<file path="src/rtl/vbs_pkg.sv">
package vbs_pkg;
   typedef enum logic {
      ST_IDLE   = 1'b0,
      ST_SETTLE = 1'b1
   } vbs_state_e;

   typedef enum logic [1:0] {
      V_LOW  = 2'd0,
      V_OK   = 2'd1,
      V_HIGH = 2'd2
   } vbs_verdict_e;
endpackage

</file>
<file path="src/rtl/vbs_settle_timer.sv">
module vbs_settle_timer #(
   parameter int BASE  = 10,
   parameter int LTC_W = 2
) (
   input  logic             clk,
   input  logic             rst_n,
   input  logic             restart,
   input  logic             run,
   input  logic [LTC_W-1:0] ltc_i,
   output logic             expired_o
);
   localparam int CNT_W = BASE + (1 << LTC_W);

   logic [CNT_W-1:0] cnt_q;
   logic [CNT_W-1:0] lim_m1;
   logic [LTC_W-1:0] ltc_q;

   always_comb lim_m1 = (CNT_W'(1) << (CNT_W'(BASE) + CNT_W'(ltc_q))) - CNT_W'(1);

   always_ff @(posedge clk or negedge rst_n) begin
      if (!rst_n) begin
         cnt_q <= '0;
         ltc_q <= '0;
      end else if (restart) begin
         cnt_q <= '0;
         ltc_q <= ltc_i;
      end else if (run) begin
         cnt_q <= cnt_q + CNT_W'(1);
      end
   end

   assign expired_o = run && (cnt_q == lim_m1);
endmodule

</file>
<file path="src/rtl/vbs_visit_map.sv">
module vbs_visit_map #(
   parameter int N  = 48,
   parameter int IW = 6
) (
   input  logic          clk,
   input  logic          rst_n,
   input  logic          clear,
   input  logic          set_en,
   input  logic [IW-1:0] set_idx,
   input  logic [IW-1:0] qry_idx,
   output logic          hit_o
);
   logic [N-1:0] seen_v;

   generate
      for (genvar i = 0; i < N; i++) begin : g_slot
         logic mark_q;
         always_ff @(posedge clk or negedge rst_n) begin
            if (!rst_n)                               mark_q <= 1'b0;
            else if (set_en && set_idx == IW'(i))     mark_q <= 1'b1;
            else if (clear)                           mark_q <= 1'b0;
         end
         assign seen_v[i] = mark_q;
      end
   endgenerate

   always_comb begin
      hit_o = 1'b0;
      for (int i = 0; i < N; i++)
         if (qry_idx == IW'(i)) hit_o = seen_v[i];
   end
endmodule

</file>
<file path="src/rtl/vbs_cp_map.sv">
module vbs_cp_map #(
   parameter int SUB_W  = 4,
   parameter int ADC_W  = 3,
   parameter int CP_W   = 2,
   parameter int WIN_HI = 5
) (
   input  logic [SUB_W-1:0] sub_i,
   input  logic [ADC_W-1:0] adc_i,
   output logic [CP_W-1:0]  cp_o
);
   logic [CP_W-1:0] base;
   logic            raise;

   assign base  = sub_i[SUB_W-1 -: CP_W];
   assign raise = (adc_i == ADC_W'(WIN_HI)) && (base != {CP_W{1'b1}});
   assign cp_o  = raise ? base + CP_W'(1) : base;
endmodule

</file>
<file path="src/rtl/vco_band_select.sv">
module vco_band_select
   import vbs_pkg::*;
#(
   parameter int NUM_VCO     = 3,
   parameter int VCO_W       = 2,
   parameter int SUB_W       = 4,
   parameter int ADC_W       = 3,
   parameter int LTC_W       = 2,
   parameter int CP_W        = 2,
   parameter int WIN_LO      = 2,
   parameter int WIN_HI      = 5,
   parameter int SETTLE_BASE = 10
) (
   input  logic             clk,
   input  logic             rst_n,
   input  logic             start_i,
   input  logic             auto_en_i,
   input  logic             start_cur_i,
   input  logic [VCO_W-1:0] man_vco_i,
   input  logic [SUB_W-1:0] man_sub_i,
   input  logic [LTC_W-1:0] ltc_i,
   input  logic [ADC_W-1:0] adc_i,
   input  logic             cp_auto_i,
   output logic [VCO_W-1:0] vco_o,
   output logic [SUB_W-1:0] sub_o,
   output logic             idle_o,
   output logic             found_o,
   output logic [CP_W-1:0]  cp_code_o
);
   localparam int              BW    = VCO_W + SUB_W;
   localparam int              NBAND = NUM_VCO * (1 << SUB_W);
   localparam logic [BW-1:0]   LAST  = BW'(NBAND - 1);
   localparam logic [VCO_W-1:0] VTOP = VCO_W'(NUM_VCO - 1);
   localparam logic [ADC_W-1:0] LO_C = ADC_W'(WIN_LO);
   localparam logic [ADC_W-1:0] HI_C = ADC_W'(WIN_HI);

   generate
      if (NUM_VCO < 2 || NUM_VCO > (1 << VCO_W)) begin : g_bad_vco
         $error("NUM_VCO must fit the VCO code width");
      end
      if (CP_W > SUB_W) begin : g_bad_cp
         $error("CP_W cannot exceed SUB_W");
      end
      if (WIN_LO > WIN_HI || WIN_HI >= (1 << ADC_W)) begin : g_bad_win
         $error("acceptance window outside ADC range");
      end
      if (SETTLE_BASE < 1) begin : g_bad_base
         $error("SETTLE_BASE must be at least 1");
      end
   endgenerate

   vbs_state_e     state_q;
   vbs_verdict_e   verdict;
   logic [BW-1:0]  band_q, man_band, out_band, src_band, start_band, next_band;
   logic [VCO_W-1:0] src_vco;
   logic           found_q, go, expired, at_edge, seen_hit, blocked, advance;
   logic [CP_W-1:0] cp_q, cp_calc;

   assign man_band = {man_vco_i, man_sub_i};
   assign out_band = (state_q == ST_IDLE && !auto_en_i) ? man_band : band_q;
   assign go       = start_i && auto_en_i;

   assign src_band   = start_cur_i ? out_band : man_band;
   assign src_vco    = src_band[BW-1 -: VCO_W];
   assign start_band = {(src_vco > VTOP) ? VTOP : src_vco, src_band[SUB_W-1:0]};

   always_comb begin
      if (adc_i < LO_C)      verdict = V_LOW;
      else if (adc_i > HI_C) verdict = V_HIGH;
      else                   verdict = V_OK;
   end

   assign next_band = (verdict == V_LOW) ? band_q - BW'(1) : band_q + BW'(1);
   assign at_edge   = (verdict == V_LOW  && band_q == '0) ||
                      (verdict == V_HIGH && band_q == LAST);
   assign blocked   = at_edge || seen_hit;
   assign advance   = expired && (verdict != V_OK) && !blocked;

   vbs_settle_timer #(.BASE(SETTLE_BASE), .LTC_W(LTC_W)) u_timer (
      .clk       (clk),
      .rst_n     (rst_n),
      .restart   (go || advance),
      .run       (state_q == ST_SETTLE),
      .ltc_i     (ltc_i),
      .expired_o (expired)
   );

   vbs_visit_map #(.N(NBAND), .IW(BW)) u_map (
      .clk     (clk),
      .rst_n   (rst_n),
      .clear   (go),
      .set_en  (go || advance),
      .set_idx (go ? start_band : next_band),
      .qry_idx (next_band),
      .hit_o   (seen_hit)
   );

   vbs_cp_map #(.SUB_W(SUB_W), .ADC_W(ADC_W), .CP_W(CP_W), .WIN_HI(WIN_HI)) u_cp (
      .sub_i (band_q[SUB_W-1:0]),
      .adc_i (adc_i),
      .cp_o  (cp_calc)
   );

   always_ff @(posedge clk or negedge rst_n) begin
      if (!rst_n) begin
         state_q <= ST_IDLE;
         band_q  <= '0;
         found_q <= 1'b0;
         cp_q    <= '0;
      end else if (go) begin
         state_q <= ST_SETTLE;
         band_q  <= start_band;
         found_q <= 1'b0;
         cp_q    <= '0;
      end else begin
         case (state_q)
            ST_IDLE: begin
               if (!auto_en_i) band_q <= man_band;
            end
            ST_SETTLE: begin
               if (expired) begin
                  if (verdict == V_OK) begin
                     state_q <= ST_IDLE;
                     found_q <= 1'b1;
                     cp_q    <= cp_calc;
                  end else if (blocked) begin
                     state_q <= ST_IDLE;
                  end else begin
                     band_q  <= next_band;
                  end
               end
            end
            default: state_q <= ST_IDLE;
         endcase
      end
   end

   assign vco_o     = out_band[BW-1 -: VCO_W];
   assign sub_o     = out_band[SUB_W-1:0];
   assign idle_o    = (state_q == ST_IDLE);
   assign found_o   = found_q;
   assign cp_code_o = cp_auto_i ? cp_q : '0;
endmodule

</file>
<file path="config.mk">
export PLATFORM = sky130hd
export DESIGN_NAME = vco_band_select
export DESIGN_NICKNAME = d
export VERILOG_FILES = /design/src/rtl/vbs_pkg.sv /design/src/rtl/vbs_settle_timer.sv /design/src/rtl/vbs_visit_map.sv /design/src/rtl/vbs_cp_map.sv /design/src/rtl/vco_band_select.sv
export SDC_FILE = /design/constraint.sdc
export NUM_CORES = 1
export LEC_CHECK = 0
export BUFFER_PORTS_ARGS = -buffer_cell sky130_fd_sc_hd__buf_2
export CORE_MARGIN = 1
export CORE_UTILIZATION = 50
export DETAILED_ROUTE_END_ITERATION = 16
export PLACE_DENSITY_LB_ADDON = 0.05
export REMOVE_ABC_BUFFERS = 1
export SLEW_MARGIN = 5
export SYNTH_ARGS = -nofsm -noshare
export SYNTH_HDL_FRONTEND = slang
export SYNTH_HIERARCHICAL = 1
export SYNTH_SLANG_ARGS = --single-unit
</file>
<file path="constraint.sdc">
create_clock -name clk -period 5.2 [get_ports clk]
set_input_delay 1.3 -clock clk [delete_from_list [all_inputs] [get_ports clk]]
set_output_delay 1.3 -clock clk [all_outputs]
set_load 0.01 [all_outputs]
</file>
==> flow_metrics.tcl <==
set metrics [dict create \
    worst_pin_slew_ps 924 \
    cts_sinks 74 \
    ir_worst_vdd_mv 0.229 \
    cp_data_required_time_ps 5470 \
    grt_util_met1 0.408 \
    final_cell_mix "dfrtp_1, buf_4, inv_1" \
    syn2layout_area_growth_pct 19.5 \
    cts_root_buf "clkbuf_8" \
    dp_hpwl_microns 9470 \
    grt_pass1_wl_microns 21000 \
    fin_cells 715 \
    crit_chain "buf_2 -> inv_2 -> buf_4 -> ha_2 -> buf_4 -> a21oi_2 -> xnor2_2 -> buf_6 -> nor2b_2 -> a32oi_1 -> o21ai_1 -> a32o_1 -> a221o_1 -> a31oi_1 -> o22ai_1 -> a311o_1 -> nor2_2 -> nand2_1 -> nand2_2 -> buf_6 -> o2111ai_2 -> or4_4 -> a21oi_2" \
    syn_inst 532 \
    hold_viol 0 \
    synth_flop_cell "dfrtp_1" \
    critical_path_class "in -> reg" \
    worst_slack_ps 157 \
    async_reset_ff_frac 1.00 \
    status "finished, final reports clean" \
    clk_pin_slew_worst_paths_ps 80 \
    totalWireLength_microns 12900 \
    slew_headroom 0.384 \
    postPlaceCellArea_sq_um 5140 \
    core_region_area_sq_um 8810 \
    finalPower_uw 2670 \
    top_level_ports 27 \
    cp_slowest_cell "or4_4" \
    final_area_sq_um 5500 \
    drc 0 \
    fin_crit_ps 5040 \
    dpl.cell_count 692 \
    cts_max_level 3 \
    io_buffer_count 26 \
    cap_violations 0 \
    first_global_vias 4006 \
    num_vias 4267 \
    min_period_over_period 0.970 \
    first_pass_iters 5 \
    viasPerCell 5.97 \
    cp-start-kind "input pin" \
    postSynthAreaPerCell_sq_um 8.66 \
    use_met3 0.0494 \
    endpoint_kind "flop" \
    powerDensity_nw_per_um2 486 \
    nets 625 \
    skew_ps 13.4 \
    ys_types 70 \
    antenna_found_initial 0 \
    pre_cts_slack_ps -380 \
    critPathMaxStageDelay_ps 560 \
    dieArea_sq_um 9600 \
    final_common_cell "dfrtp_1" \
    arrival_ps 5310 \
    switching_share 0.419 \
    detail-route-antenna-nets 0 \
    die_w_microns 98.0 \
    synth_edf_count 0 \
    wl_per_cell_microns 18.0 \
    fin_util 0.625 \
    p_int_uw 1550 \
    syn_area_sq_um 4610 \
    cts_buffers 9 \
    p_clk_frac 0.165 \
    clk_latency_ps 350 \
    clockBufferDepth 2 \
    p_leak_uw 0.00234 \
    yosysSeqAreaShare 0.402 \
    track_usage 0.279 \
    overflow 0 \
    hp-class "reg -> reg" \
    rows 34 \
    diodes 0 \
    grt_max_degree 75 \
    drv_slew 0 \
    place_congestion 0.919 \
    cts_hold_buf 0 \
    p_seq_frac 0.274 \
    p_sw_uw 1120 \
    gr-usage-met2 0.425 \
    drive_above_1_share 0.236 \
    drt_iter0_drc 205 \
    crit_path_max_fanout 6 \
    grt_busiest_layer "met2" \
    combinationalPowerShare 0.561 \
    synth_warnings 6 \
    finalSetupViolCount 0 \
    fp.dieH_microns 98.0 \
    max_freq_mhz 198 \
    synth-seq-cells 74 \
    start_util 0.523 \
    cts_tree "done" \
]
final cells by class:
type,instances,area (sq um)
flip-flops and latches,74,1850
fillers,790,3300
inverters,63,236
clock buffers,10,128
repair buffers,90,631
multi-input cells,364,2460
clock inverters,6,65.1
well taps,108,135
final timing paths:
path / start / end / slack [ps] / cells past startpoint
max: adc_i[1] / u_timer/cnt_q[11] / 160 / 23
min: cp_q[1] / cp_q[1] / 530 / 2
max reg2reg: band_q[1] / u_timer/cnt_q[11] / 790 / 20
min reg2reg: cp_q[1] / cp_q[1] / 530 / 2
max in group asynchronous: rst_n / u_map/g_slot[34].mark_q / 3510 / 1
min in group asynchronous: rst_n / u_timer/cnt_q[8] / 1070 / 1
metal layers:
metal | part of all wire | vias up
met4 | 0.019 | 0
met5 | 0 | -
met3 | 0.052 | 19
met1 | 0.47 | 2064
met2 | 0.45 | 117
li1 | - | 2067
power groups by stage:
stage	Sequential, uW	Clock, uW	Combinational, uW
after floorplan	713	0	758
after global placement	735	0	1340
after detailed placement	738	0	1340
after CTS	727	454	1350
after global routing	742	482	1620
final	733	441	1500
state kept, by name, indices dropped and copies added (netlist names):
signal               count
band_q                   6
found_o                  1
cp_q                     2
u_timer/ltc_q            2
state_q                  1
u_timer/cnt_q           14
u_map/g_slot.mark_q     48
cell usage after synthesis, types with 8 or more instances:
cell type  count  area, sq um
dfrtp_1       74         1850
inv_1         62          233
o22ai_1       54          338
a21oi_1       32          160
nand2_1       32          120
nor2_1        31          116
o21ai_0       27          135
nand3_1       15         75.1
nor2b_1       14         87.6
clkbuf_1      12         45.0
nor3_1        11         55.1
buf_2          9         45.0
mux2i_1        9         90.1
nand2b_1       9         56.3
xor2_1         8         70.1
through the flow:
stage               hold WS (ps)  setup TNS, ps
floorplan                    481         -36000
global placement             505          -8020
detailed placement           518          -8500
CTS                          532              0
global route                 544          -10.9
finish                       529              0
critical path, delay by kind of cell:
family | cells | cell delay [ps]
AO/OA/AOI/OAI | 10 | 1910
adder cells (fa/ha/maj) | 1 | 210
AND/OR/NAND/NOR | 5 | 1060
buffers and inverters | 6 | 700
XOR/XNOR | 1 | 140
cells by family after synthesis:
| kind of cell | after synthesis | synth area share |
|---|---|---|
| compound gates | 169 | 0.237 |
| xor+xnor | 13 | 0.0247 |
| fa+ha+maj | 6 | 0.0163 |
| buf+inv | 94 | 0.0896 |
| flops | 74 | 0.402 |
| mux | 19 | 0.0473 |
| simple gates | 157 | 0.183 |
timing repair:
| item | 4_1_cts | 5_1_grt |
|---|---|---|
| setup buffers | 0 | 6 |
| gates cloned | 0 | 1 |
| pin swaps | 0 | 15 |
| gates resized for setup | 2 | 30 |
| setup endpoints to repair | 13 | 31 |
| endpoints found under the hold margin | 0 | 0 |
(Power assumes the default switching activity.)
